$ cat src/rtl/mo_gate_pkg.sv
package mo_gate_pkg;

  typedef enum logic [1:0] {
    OP_LD    = 2'd0,
    OP_ST    = 2'd1,
    OP_FENCE = 2'd2,
    OP_AMO   = 2'd3
  } op_e;

  typedef enum logic [1:0] {
    FN_ALL  = 2'd0,
    FN_LD   = 2'd1,
    FN_ST   = 2'd2,
    FN_ALL2 = 2'd3
  } fence_e;

  typedef enum logic [1:0] {
    M_SEQ  = 2'd0,
    M_TSO  = 2'd1,
    M_PSO  = 2'd2,
    M_WEAK = 2'd3
  } model_e;

  typedef struct packed {
    logic   vld;
    op_e    kind;
    fence_e fk;
    logic   issued;
    logic   done;
  } slot_t;

  function automatic logic reads(op_e k);
    return (k == OP_LD) || (k == OP_AMO);
  endfunction

  function automatic logic writes(op_e k);
    return (k == OP_ST) || (k == OP_AMO);
  endfunction

  // Older incomplete entry of kind ok (fence kind ofk) holds back younger access yk
  function automatic logic holds_back(model_e m, op_e ok, fence_e ofk, op_e yk);
    logic r;
    if (ok == OP_FENCE) begin
      case (ofk)
        FN_LD:   r = reads(yk);
        FN_ST:   r = writes(yk);
        default: r = 1'b1;
      endcase
    end else if (ok == OP_AMO || yk == OP_AMO) begin
      r = 1'b1;
    end else begin
      case (m)
        M_SEQ:   r = 1'b1;
        M_TSO:   r = !(ok == OP_ST && yk == OP_LD);
        M_PSO:   r = (ok == OP_LD);
        default: r = 1'b0;
      endcase
    end
    return r;
  endfunction

  // A fence of kind fk must wait for an older incomplete entry of kind ok
  function automatic logic fence_waits(fence_e fk, op_e ok);
    logic r;
    case (fk)
      FN_LD:   r = reads(ok);
      FN_ST:   r = writes(ok);
      default: r = 1'b1;
    endcase
    return r;
  endfunction

endpackage

$ cat src/rtl/mo_order_rules.sv
module mo_order_rules
  import mo_gate_pkg::*;
#(
  parameter int DEPTH = 8,
  localparam int PTR_W = $clog2(DEPTH)
) (
  input  slot_t [DEPTH-1:0] slots,
  input  logic [PTR_W-1:0]  head,
  input  model_e            model,
  output logic [DEPTH-1:0]  legal,
  output logic [DEPTH-1:0]  fence_ok
);

  logic [PTR_W-1:0] age [DEPTH];

  always_comb begin
    for (int a = 0; a < DEPTH; a++) begin
      age[a] = PTR_W'(a) - head;
    end
  end

  for (genvar i = 0; i < DEPTH; i++) begin : g_ent
    logic blk;
    logic fblk;
    always_comb begin
      blk  = 1'b0;
      fblk = 1'b0;
      for (int j = 0; j < DEPTH; j++) begin
        if (j != i && slots[j].vld && !slots[j].done && age[j] < age[i]) begin
          blk  = blk  | holds_back(model, slots[j].kind, slots[j].fk, slots[i].kind);
          fblk = fblk | fence_waits(slots[i].fk, slots[j].kind);
        end
      end
      legal[i]    = slots[i].vld && !slots[i].issued && !slots[i].done &&
                    (slots[i].kind != OP_FENCE) && !blk;
      fence_ok[i] = slots[i].vld && !slots[i].done &&
                    (slots[i].kind == OP_FENCE) && !fblk;
    end
  end

endmodule

$ cat src/rtl/mo_oldest_pick.sv
module mo_oldest_pick #(
  parameter int DEPTH = 8,
  localparam int PTR_W = $clog2(DEPTH)
) (
  input  logic [DEPTH-1:0] req,
  input  logic [PTR_W-1:0] head,
  output logic             found,
  output logic [PTR_W-1:0] idx
);

  always_comb begin
    found = 1'b0;
    idx   = '0;
    for (int k = DEPTH - 1; k >= 0; k--) begin
      if (req[head + PTR_W'(k)]) begin
        found = 1'b1;
        idx   = head + PTR_W'(k);
      end
    end
  end

endmodule

$ cat src/rtl/mo_slot_window.sv
module mo_slot_window
  import mo_gate_pkg::*;
#(
  parameter int DEPTH = 8,
  parameter int TAG_W = 3,
  localparam int PTR_W = $clog2(DEPTH),
  localparam int CNT_W = PTR_W + 1
) (
  input  logic                        clk,
  input  logic                        rst,
  input  logic                        enq,
  input  op_e                         enq_kind,
  input  fence_e                      enq_fk,
  input  logic [TAG_W-1:0]            enq_tag,
  input  logic                        iss_fire,
  input  logic [PTR_W-1:0]            iss_idx,
  input  logic                        ack_valid,
  input  logic [TAG_W-1:0]            ack_tag,
  input  logic [DEPTH-1:0]            fence_set,
  output slot_t [DEPTH-1:0]           slots,
  output logic [DEPTH-1:0][TAG_W-1:0] tags,
  output logic [PTR_W-1:0]            head,
  output logic [CNT_W-1:0]            count
);

  slot_t [DEPTH-1:0]           slots_q;
  logic [DEPTH-1:0][TAG_W-1:0] tags_q;
  logic [PTR_W-1:0]            head_q, tail_q;
  logic [CNT_W-1:0]            count_q;
  logic [DEPTH-1:0]            ack_hit;
  logic                        retire;

  for (genvar i = 0; i < DEPTH; i++) begin : g_cam
    assign ack_hit[i] = ack_valid && slots_q[i].vld && slots_q[i].issued &&
                        !slots_q[i].done && (slots_q[i].kind != OP_FENCE) &&
                        (tags_q[i] == ack_tag);
  end

  assign retire = slots_q[head_q].vld && slots_q[head_q].done;

  always_ff @(posedge clk) begin
    if (rst) begin
      slots_q <= '0;
      head_q  <= '0;
      tail_q  <= '0;
      count_q <= '0;
    end else begin
      for (int i = 0; i < DEPTH; i++) begin
        if (fence_set[i] || ack_hit[i]) slots_q[i].done <= 1'b1;
        if (iss_fire && iss_idx == PTR_W'(i)) slots_q[i].issued <= 1'b1;
      end
      if (retire) begin
        slots_q[head_q] <= '0;
        head_q          <= head_q + 1'b1;
      end
      if (enq) begin
        slots_q[tail_q] <= '{vld: 1'b1, kind: enq_kind, fk: enq_fk,
                             issued: 1'b0, done: 1'b0};
        tail_q          <= tail_q + 1'b1;
      end
      count_q <= count_q + CNT_W'(enq) - CNT_W'(retire);
    end
  end

  always_ff @(posedge clk) begin
    if (enq) tags_q[tail_q] <= enq_tag;
  end

  assign slots = slots_q;
  assign tags  = tags_q;
  assign head  = head_q;
  assign count = count_q;

endmodule

$ cat src/rtl/mo_issue_gate.sv
module mo_issue_gate
  import mo_gate_pkg::*;
#(
  parameter int DEPTH = 8,
  parameter int TAG_W = 3
) (
  input  logic             clk,
  input  logic             rst,
  input  logic [1:0]       model_sel,
  input  logic             in_valid,
  output logic             in_ready,
  input  logic [1:0]       in_kind,
  input  logic [1:0]       in_fence,
  input  logic [TAG_W-1:0] in_tag,
  output logic             iss_valid,
  input  logic             iss_ready,
  output logic [1:0]       iss_kind,
  output logic [TAG_W-1:0] iss_tag,
  input  logic             ack_valid,
  input  logic [TAG_W-1:0] ack_tag
);

  localparam int PTR_W = $clog2(DEPTH);
  localparam int CNT_W = PTR_W + 1;

  slot_t [DEPTH-1:0]           slots;
  logic [DEPTH-1:0][TAG_W-1:0] tags;
  logic [PTR_W-1:0]            head;
  logic [CNT_W-1:0]            count;
  logic [DEPTH-1:0]            legal, fence_ok;
  logic                        found;
  logic [PTR_W-1:0]            pick;
  model_e                      model_q;
  logic                        enq;

  always_ff @(posedge clk) begin
    if (rst)               model_q <= M_SEQ;
    else if (count == '0)  model_q <= model_e'(model_sel);
  end

  assign in_ready = (count != CNT_W'(DEPTH));
  assign enq      = in_valid && in_ready;

  mo_slot_window #(.DEPTH(DEPTH), .TAG_W(TAG_W)) u_win (
    .clk       (clk),
    .rst       (rst),
    .enq       (enq),
    .enq_kind  (op_e'(in_kind)),
    .enq_fk    (fence_e'(in_fence)),
    .enq_tag   (in_tag),
    .iss_fire  (iss_valid && iss_ready),
    .iss_idx   (pick),
    .ack_valid (ack_valid),
    .ack_tag   (ack_tag),
    .fence_set (fence_ok),
    .slots     (slots),
    .tags      (tags),
    .head      (head),
    .count     (count)
  );

  mo_order_rules #(.DEPTH(DEPTH)) u_rules (
    .slots    (slots),
    .head     (head),
    .model    (model_q),
    .legal    (legal),
    .fence_ok (fence_ok)
  );

  mo_oldest_pick #(.DEPTH(DEPTH)) u_pick (
    .req   (legal),
    .head  (head),
    .found (found),
    .idx   (pick)
  );

  assign iss_valid = found;
  assign iss_kind  = slots[pick].kind;
  assign iss_tag   = tags[pick];

endmodule

$ cat config.mk
export PLATFORM = sky130hd
export DESIGN_NAME = mo_issue_gate
export DESIGN_NICKNAME = d
export VERILOG_FILES = /design/src/rtl/mo_gate_pkg.sv /design/src/rtl/mo_order_rules.sv /design/src/rtl/mo_oldest_pick.sv /design/src/rtl/mo_slot_window.sv /design/src/rtl/mo_issue_gate.sv
export SDC_FILE = /design/constraint.sdc
export NUM_CORES = 1
export LEC_CHECK = 0
export BUFFER_PORTS_ARGS = -buffer_cell sky130_fd_sc_hd__buf_2
export CAP_MARGIN = 20
export CORE_MARGIN = 2
export CORE_UTILIZATION = 45
export DETAILED_ROUTE_END_ITERATION = 12
export PLACE_DENSITY = 0.66
export SYNTH_ARGS = -nofsm -noshare
export SYNTH_HDL_FRONTEND = slang
export SYNTH_SLANG_ARGS = --single-unit
$ cat constraint.sdc
create_clock -name clk -period 6.3 [get_ports clk]
set_input_delay 0.63 -clock clk [delete_from_list [all_inputs] [get_ports clk]]
set_output_delay 0.63 -clock clk [all_outputs]
set_load 0.1 [all_outputs]
==> flow_metrics.tcl <==
set metrics [dict create \
    grt-ovfl-total 0 \
    max-vdd-ir-drop_mv 0.261 \
    cp_max_fo 14 \
    grt_max_degree 44 \
    clock_latency_ns 0.35 \
    r2r_cells 20 \
    wl_met2_mm 19.7 \
    period_needed_ns 6.14 \
    ys_seq_area_share_pct 21.3 \
    postCtsHoldBufs 0 \
    wl_met3_mm 5.33 \
    post-dp-hpwl_mm 37.0 \
    tightest_slew_ns 1.15 \
    crit_type "register to output port" \
    antenna_found_initial 1 \
    hold_viol_final 0 \
    min_path_type "register to register" \
    htree_levels 3 \
    portBuffers 23 \
    slew_violations 0 \
    ios 24 \
    fmax_ghz 0.163 \
    grt_usage_pct 42.2 \
    fin_worst_skew_ns 0.00989 \
    dieArea_um2 22900 \
    r2r_start "u_win.head[0]" \
    drive_gt1_share_pct 16.5 \
    core-area_um2 21200 \
    cts_buffer_depth 2 \
    hold_ws_ns 0.465 \
    status "completed" \
    fin_nets 1339 \
    synth_edf_count 24 \
    end_kind "output port" \
    first_pass_iters 6 \
    slew-limit-headroom_pct 23.1 \
    drtIter0Drc 1463 \
    initial_utilization_pct 46.2 \
    whs_path_depth 2 \
    min_period_over_period_pct 97.5 \
    worstPathRequired_ns 5.67 \
    cp.arrival_ns 5.51 \
    rrSetupSlack_ns 1.35 \
    maxCapViolations 0 \
    rows 53 \
    cts.sinks 92 \
    num-fill-cells 2041 \
    vias_per_cell 7.11 \
    grt_pass1_wl_mm 69.1 \
    preCtsSetupSlack_ns 0.192 \
    wire_per_inst_um 31.4 \
    vias 10800 \
    wl_met1_mm 19.0 \
    cts_buffers 9 \
    ys_types 93 \
    grt_pass1_vias 10100 \
    setup.worst_path.start_class "register" \
    p_leak_nw 3.96 \
    synth_nets 1292 \
    yosys_warnings 0 \
    syn_area_per_cell_um2 8.19 \
    post-route-util_pct 52.1 \
    power_density_nw_per_um2 201 \
    synthesis.area_um2 9780 \
    synth_ff_type "dfxtp_1" \
    reg2reg_to "u_win.slots[22]" \
    ant_nets 0 \
    stdcell_count 1522 \
    setup_ws_ns 0.155 \
    setup_violations 0 \
    clockRootBuffer "clkbuf_16" \
    path_clk_slew_ns 0.08 \
    area_delta_synth_final_pct 12.7 \
    die_x_um 151 \
    dp_cells 1492 \
    drc 0 \
    highest_layer "met4" \
    ys_ff_latch 92 \
    die_h_um 151 \
    gp_congestion 1.07 \
    tritoncts "done" \
    power_mw 2.21 \
    routed_wl_mm 47.7 \
    min-delay-start "model_q[0]" \
    synthArstFlopShare_pct 0 \
    min_to "model_q[0]" \
    syn-instance-count 1194 \
]
synthesized netlist by cell type, types with 13 or more instances:
| library cell | count | area, um2 |
|---|---|---|
| o311ai_0 | 13 | 114 |
| o21ai_0 | 55 | 275 |
| a22o_1 | 27 | 236 |
| nor4_1 | 13 | 81.3 |
| nor2_1 | 80 | 300 |
| mux4_2 | 16 | 360 |
| inv_1 | 65 | 244 |
| a21oi_1 | 98 | 490 |
| nand4_1 | 18 | 113 |
| o211ai_1 | 21 | 158 |
| dfxtp_1 | 68 | 1360 |
| buf_2 | 19 | 95.1 |
| nor2b_1 | 34 | 213 |
| nand2_1 | 90 | 338 |
| clkbuf_1 | 35 | 131 |
| a211oi_1 | 32 | 240 |
| nand2b_1 | 44 | 275 |
| nand3_1 | 27 | 135 |
| edfxtp_1 | 24 | 721 |
| ha_1 | 80 | 1000 |
| xor2_1 | 25 | 219 |
| nor3_1 | 27 | 135 |
| a22oi_1 | 21 | 158 |
| a221oi_1 | 15 | 131 |
report_power, final:
part           internal [mW]  switching [mW]  leakage [nW]
Clock                  0.281           0.268         0.144
Combinational          0.336           0.641          3.05
Sequential             0.642          0.0459         0.768
cell families after synthesis:
| group | after synthesis | synth area share [%] |
|---|---|---|
| AOI/OAI and AO/OA | 419 | 30.8 |
| xor gates and xnor gates | 31 | 2.78 |
| adders and majority gates | 81 | 10.4 |
| buffers and inverters | 139 | 6.72 |
| DFF | 92 | 21.3 |
| muxes | 36 | 6.87 |
| and+or+nand+nor | 396 | 21.1 |
cells in the final DEF, fill, tap and decap left out, types with 21 or more instances in the layout:
cell,n
edfxtp_1,24
inv_1,64
nor2_1,80
o211ai_1,21
a211oi_1,27
a21oi_1,96
ha_1,78
o21ai_0,55
dfxtp_1,67
a22oi_1,21
nor3_1,26
buf_4,82
a22o_1,27
nand2_1,89
nor2b_1,34
nand2b_1,44
xor2_1,25
nand3_1,27
area by class of cell:
cell class	instances	area [um2]	area share, %
multi-input combinational	963	7200	65.4
sequential	92	2080	18.9
timing repair buffer	108	823	7.48
tap	275	344	3.12
inverter	67	255	2.32
clock buffer	9	225	2.04
clock inverter	7	75.1	0.682
antenna	1	2.50	0.0227
metal layers:
layer  GRT usage (%)  vias to the layer above
met1            56.4                     5171
met4            25.5                        0
li1                -                     4630
met2            62.0                      797
met3            9.43                      219
met5               0                        -
how the worst max path moves through the flow:
stage | start | to | slack (ns) | cells past startpoint
2_1_floorplan | u_win.head[0] | iss_kind[1] | 0.08 | 22
3_3_place_gp | u_win.slots[25] | iss_tag[2] | 0.32 | 16
3_5_place_dp | u_win.head[0] | iss_tag[0] | 0.19 | 19
4_1_cts | u_win.head[0] | iss_tag[0] | 0.01 | 19
5_1_grt | u_win.head[0] | iss_tag[2] | -0.03 | 20
6_report | u_win.head[0] | iss_kind[0] | 0.16 | 20
metrics by stage:
step	instance area, um2	setup TNS (ns)
2_1_floorplan	9830	0
3_3_place_gp	10500	0
3_5_place_dp	10500	0
4_1_cts	10800	0
5_1_grt	11000	-0.106
6_report	11000	0
state kept, by name, summed over array words and instances (netlist names):
name          flops
u_win.slots      56
u_win.tags       24
u_win.count       4
u_win.head        3
u_win.tail_q      3
model_q           2
critical path, stage by stage (launching register included):
cell        delay [ns]
dfxtp_1           0.37
inv_1             0.11
ha_1              0.26
ha_4              0.33
clkinvlp_4        0.16
ha_4              0.33
nand2b_1          0.16
a221o_1           0.28
a221o_1           0.14
nand4_1           0.09
buf_4             0.19
nor4_4            0.34
a21oi_2           0.12
mux4_2            0.51
a31oi_1           0.18
a21oi_1           0.13
o31ai_4           0.30
buf_12            0.19
mux4_2            0.55
mux2i_4           0.20
buf_12            0.20
repair_timing:
item / 4_1_cts / 5_1_grt
pin swaps: 0 / 4
resized for setup: 6 / 26
buffers inserted: 0 / 11
setup endpoints to repair: 5 / 5
Power figures use the tool's default switching activity.
